--- src/rtl/irq_pkg.sv ---
package irq_pkg;

  localparam int unsigned REG_PEND = 0;
  localparam int unsigned REG_MASK = 1;
  localparam int unsigned REG_ACT  = 2;

  typedef enum logic [1:0] {
    SEL_PEND = 2'd0,
    SEL_MASK = 2'd1,
    SEL_ACT  = 2'd2,
    SEL_NONE = 2'd3
  } rd_sel_e;

  typedef struct packed {
    logic    wr_clr;
    logic    wr_mask;
    logic    rd;
    rd_sel_e sel;
  } acc_t;

endpackage

--- src/rtl/irq_bus_decode.sv ---
module irq_bus_decode
  import irq_pkg::*;
#(
  parameter int unsigned ADDR_W = 4
) (
  input  logic              req_valid_i,
  input  logic              req_write_i,
  input  logic [ADDR_W-1:0] req_addr_i,
  input  logic              intack_i,
  output acc_t              acc_o
);

  localparam logic [ADDR_W-1:0] A_PEND = ADDR_W'(REG_PEND);
  localparam logic [ADDR_W-1:0] A_MASK = ADDR_W'(REG_MASK);
  localparam logic [ADDR_W-1:0] A_ACT  = ADDR_W'(REG_ACT);

  logic live;

  always_comb begin
    live = req_valid_i && !intack_i;
    acc_o.wr_clr  = live && req_write_i && (req_addr_i == A_PEND);
    acc_o.wr_mask = live && req_write_i && (req_addr_i == A_MASK);
    acc_o.rd      = live && !req_write_i;
    if (req_addr_i == A_PEND)      acc_o.sel = SEL_PEND;
    else if (req_addr_i == A_MASK) acc_o.sel = SEL_MASK;
    else if (req_addr_i == A_ACT)  acc_o.sel = SEL_ACT;
    else                           acc_o.sel = SEL_NONE;
  end

endmodule

--- src/rtl/irq_pend_bank.sv ---
module irq_pend_bank #(
  parameter int unsigned N_SRC = 8
) (
  input  logic             clk,
  input  logic             rst,
  input  logic [N_SRC-1:0] evt_i,
  input  logic             clr_en_i,
  input  logic [N_SRC-1:0] clr_bits_i,
  input  logic             mask_en_i,
  input  logic [N_SRC-1:0] mask_bits_i,
  output logic [N_SRC-1:0] pend_o,
  output logic [N_SRC-1:0] mask_o
);

  for (genvar i = 0; i < N_SRC; i++) begin : g_bit
    logic kill;
    assign kill = clr_en_i && clr_bits_i[i];

    always_ff @(posedge clk) begin
      if (rst) begin
        pend_o[i] <= 1'b0;
      end else begin
        // a new event outranks a clear of the same bit
        pend_o[i] <= evt_i[i] | (pend_o[i] & ~kill);
      end
    end

    always_ff @(posedge clk) begin
      if (rst)            mask_o[i] <= 1'b0;
      else if (mask_en_i) mask_o[i] <= mask_bits_i[i];
    end
  end

endmodule

--- src/rtl/irq_line_drv.sv ---
module irq_line_drv #(
  parameter int unsigned N_SRC = 8
) (
  input  logic             clk,
  input  logic             rst,
  input  logic [N_SRC-1:0] pend_i,
  input  logic [N_SRC-1:0] mask_i,
  output logic             oe_o,
  output logic             dout_o
);

  always_ff @(posedge clk) begin
    if (rst) oe_o <= 1'b0;
    else     oe_o <= |(pend_i & mask_i);
  end

  assign dout_o = 1'b0;

endmodule

--- src/rtl/lvl_irq_ctrl.sv ---
module lvl_irq_ctrl
  import irq_pkg::*;
#(
  parameter int unsigned N_SRC  = 8,
  parameter int unsigned ADDR_W = 4
) (
  input  logic              clk,
  input  logic              rst,
  input  logic [N_SRC-1:0]  evt_i,
  input  logic              req_valid_i,
  input  logic              req_write_i,
  input  logic [ADDR_W-1:0] req_addr_i,
  input  logic [N_SRC-1:0]  req_wdata_i,
  input  logic              intack_i,
  output logic              rd_valid_o,
  output logic [N_SRC-1:0]  rd_data_o,
  output logic              irq_oe_o,
  output logic              irq_dout_o
);

  acc_t             acc;
  logic [N_SRC-1:0] pend_q;
  logic [N_SRC-1:0] mask_q;
  logic [N_SRC-1:0] rd_mux;

  irq_bus_decode #(.ADDR_W(ADDR_W)) u_dec (
    .req_valid_i (req_valid_i),
    .req_write_i (req_write_i),
    .req_addr_i  (req_addr_i),
    .intack_i    (intack_i),
    .acc_o       (acc)
  );

  irq_pend_bank #(.N_SRC(N_SRC)) u_bank (
    .clk         (clk),
    .rst         (rst),
    .evt_i       (evt_i),
    .clr_en_i    (acc.wr_clr),
    .clr_bits_i  (req_wdata_i),
    .mask_en_i   (acc.wr_mask),
    .mask_bits_i (req_wdata_i),
    .pend_o      (pend_q),
    .mask_o      (mask_q)
  );

  irq_line_drv #(.N_SRC(N_SRC)) u_drv (
    .clk    (clk),
    .rst    (rst),
    .pend_i (pend_q),
    .mask_i (mask_q),
    .oe_o   (irq_oe_o),
    .dout_o (irq_dout_o)
  );

  always_comb begin
    unique case (acc.sel)
      SEL_PEND: rd_mux = pend_q;
      SEL_MASK: rd_mux = mask_q;
      SEL_ACT:  rd_mux = pend_q & mask_q;
      default:  rd_mux = '0;
    endcase
  end

  // register state already holds every earlier write, so the read is ordered
  always_ff @(posedge clk) begin
    if (rst) begin
      rd_valid_o <= 1'b0;
      rd_data_o  <= '0;
    end else begin
      rd_valid_o <= acc.rd;
      if (acc.rd) rd_data_o <= rd_mux;
    end
  end

endmodule

--- config.mk ---
export PLATFORM = sky130hd
export DESIGN_NAME = lvl_irq_ctrl
export DESIGN_NICKNAME = d
export VERILOG_FILES = /design/src/rtl/irq_pkg.sv /design/src/rtl/irq_bus_decode.sv /design/src/rtl/irq_pend_bank.sv /design/src/rtl/irq_line_drv.sv /design/src/rtl/lvl_irq_ctrl.sv
export SDC_FILE = /design/constraint.sdc
export NUM_CORES = 1
export LEC_CHECK = 0
export ABC_AREA = 1
export BUFFER_PORTS_ARGS = -buffer_cell sky130_fd_sc_hd__buf_2
export CAP_MARGIN = 30
export CORE_UTILIZATION = 45
export CTS_CLUSTER_SIZE = 25
export DETAILED_ROUTE_END_ITERATION = 10
export PLACE_DENSITY = 0.78
export SYNTH_ARGS = -nofsm -noshare
export SYNTH_HDL_FRONTEND = slang
export SYNTH_SLANG_ARGS = --single-unit
--- constraint.sdc ---
create_clock -name clk -period 0.8 [get_ports clk]
set_input_delay 0.04 -clock clk [delete_from_list [all_inputs] [get_ports clk]]
set_output_delay 0.04 -clock clk [all_outputs]
set_load 0.03 [all_outputs]
==> impl_metrics.tcl <==
set metrics [dict create \
    clock_skew_ns 0.00824 \
    rsz0062_at_grt "yes" \
    drv_slew 0 \
    cp-startpoint "rd_data_o[4]$_SDFFE_PP0P_" \
    clockBufferDepth 2 \
    coreArea_mm2 0.00257 \
    fp.dieW_um 55.1 \
    yosysWarnings 0 \
    htree_levels 1 \
    synth-async-reset-ratio_pct 0 \
    overflow 0 \
    cp.required_ns 0.76 \
    slowest_stage "dfxtp_2" \
    synth_top_area_cell "dfxtp_1" \
    cp.arrival_ns 0.81 \
    insertion_delay_ns 0.32 \
    diodes 0 \
    netSwitchingPower_mw 0.669 \
    postRouteAntennaNets 0 \
    hpwl_mm 1.97 \
    grt_usage_pct 21.9 \
    worstPathCellList "buf_6" \
    antenna_found_initial 0 \
    p_leak_nw 0.891 \
    dominantRegCellSynth "dfxtp_1" \
    io_pins 36 \
    min_delay_worst_endpoint "rd_data_o[2]$_SDFFE_PP0P_" \
    drv_cap 0 \
    vias_per_cell 4.88 \
    pre_cts_ws_ns -0.165 \
    grt_pass1_wl_mm 4.60 \
    synth_top_area_share_pct 41.1 \
    switching_share_pct 24.3 \
    cts_tree "done" \
    p_clk_share_pct 32.3 \
    final_cell_mix "nand2_1 (41), buf_2 (24), dfxtp_2 (21)" \
    row_count 18 \
    cts_sinks 26 \
    hp-start "rst" \
    synth_area_leaders "dfxtp_1 (41%), nand2_1 (14%), o21ai_0 (6.3%)" \
    initial_utilization_pct 49.4 \
    root_buffer "clkbuf_4" \
    post_cts_buffers 0 \
    startpoint_type "flip-flop" \
    ys_seq_area_share_pct 41.1 \
    die_area_mm2 0.00303 \
    routed_wirelength_mm 2.92 \
    gp_congestion 0.810 \
    grt_pass1_vias 1084 \
    wl_per_cell_um 11.3 \
    synth_area_mm2 0.00127 \
    whs_path_depth 4 \
    layout-drive-gt1-share_pct 42.7 \
    violations "negative setup slack" \
    areaGrowthSynthToFinish_pct 46.9 \
    seqPwrFrac_pct 50.9 \
    power_frac_comb_pct 16.8 \
    p_int_mw 2.09 \
    path_delay_family "flip-flops" \
    route.detailed.drc 0 \
    synth_enable_flop_cells 0 \
    placed_area_mm2 0.00150 \
    rr_startpoint "u_bank.mask_o[2]$_SDFFE_PP0P_" \
    fill_cells 214 \
    vias 1253 \
    grt_max_degree 18 \
    setup.worst_path.class "flip-flop to output pin" \
    crit_path_max_fanout 2 \
    drtIter0Drc 10 \
    setup_ws_ns -0.0530 \
    final_nets 253 \
    die_h_um 55.1 \
    first_pass_iters 4 \
    hold_viol_final 0 \
    status "finished, violations left" \
    cp_num_buf_inv 1 \
    avgSynthCellArea_um2 7.46 \
    port_buffers 34 \
    r2r-end "u_drv.oe_o$_SDFF_PP0_" \
    clk_pin_slew_ns 0.13 \
    synth_nets 195 \
    ys_seq_elements 26 \
    p_per_area_mw_per_mm2 1480 \
    min_period_ns 0.853 \
    final_area_mm2 0.00186 \
    syn_inst 170 \
    endpoint_kind "output pin" \
    ys_types 24 \
    final-setup-viol-count 10 \
    max_freq_mhz 1170 \
    ff2ff_path_depth 4 \
    cp_slowest_stage_delay_ns 0.37 \
    vdd_ir_drop_max_uv 1730 \
    hold_class "input pin to flip-flop" \
    cts_buffers 3 \
    layout_commonest_cell "nand2_1" \
    r2r_slack_ns 0.01 \
    period_share_pct 107 \
]
## what timing repair did
action | CTS | global route
gates resized for setup | 35 | 21
hold endpoints to repair | 17 | 0
hold buffers | 17 | 0
endpoints found under the setup margin | 11 | 17
pin swaps | 4 | 16
## metal layers
metal / global-route usage (%) / up-vias / wire (µm)
li1: - / 658 / -
met1: 26.7 / 556 / 1280
met2: 36.5 / 33 / 1470
met3: 6.01 / 6 / 103
met4: 7.92 / 0 / 61
met5: 0 / - / 0
## cell usage after synthesis, types with 2 or more instances
| library cell | count |
|---|---|
| nand2_1 | 46 |
| dfxtp_1 | 26 |
| inv_1 | 18 |
| o21ai_0 | 16 |
| a21oi_1 | 14 |
| nand3_1 | 10 |
| nor2_1 | 10 |
| nor3_1 | 6 |
| nand2_2 | 3 |
| nor3_2 | 3 |
| a21oi_2 | 2 |
| clkbuf_1 | 2 |
| nor2_4 | 2 |
| nor2_8 | 2 |
## cell type report
cell class | instances | area [µm²] | share of cell area, %
Timing Repair Buffer | 58 | 468 | 25.1
Inverter | 19 | 71.3 | 3.83
Sequential cell | 26 | 551 | 29.6
Clock buffer | 3 | 22.5 | 1.21
Clock inverter | 1 | 30.0 | 1.61
Multi-Input combinational cell | 120 | 682 | 36.6
Tap cell | 30 | 37.5 | 2.02
## stage by stage
stage	hold WS [ns]	std cells	total power, mW	setup TNS (ns)	util (%)
2_1_floorplan	0.118	170	1.62	0	-
3_3_place_gp	0.281	236	1.76	-2.28	58.4
3_5_place_dp	0.284	236	1.77	-2.99	58.4
4_1_cts	0.00541	257	2.75	-0.434	70.2
5_1_grt	0.0346	257	2.89	-0.934	72.5
6_report	0.0143	257	2.75	-0.317	72.5
## kinds of logic after synthesis
| group | after synthesis | synth area share (%) |
|---|---|---|
| compound gates | 33 | 13.7 |
| buf+inv | 24 | 8.88 |
| flops | 26 | 41.1 |
| other cells | 1 | 0.296 |
| simple gates | 86 | 36.0 |
## worst max path at each step
stage                                        endpoint  slack, ns  depth (start not counted)
final                                    rd_data_o[4]      -0.05                          1
after global routing                     rd_data_o[4]      -0.10                          1
after CTS                                rd_data_o[0]      -0.05                          1
after detailed placement  u_bank.pend_o[3]$_SDFF_PP0_      -0.17                          7
after global placement    u_bank.pend_o[2]$_SDFF_PP0_      -0.14                          7
after floorplan             rd_data_o[4]$_SDFFE_PP0P_      0.001                          2
## state kept, by name (all words and copies together) (netlist names)
| signal | cells |
|---|---|
| rd_data_o | 8 |
| u_bank.mask_o | 8 |
| u_bank.pend_o | 8 |
| rd_valid_o | 1 |
| u_drv.oe_o | 1 |
## power groups by stage
stage                     logic [mW]  registers [mW]  clock network (mW)
after detailed placement       0.360            1.41                   0
final                          0.464            1.40               0.889
after global routing           0.510            1.41               0.973
after floorplan                0.172            1.44                   0
after global placement         0.354            1.41                   0
after CTS                      0.450            1.40               0.909
(Power assumes the default switching activity.)
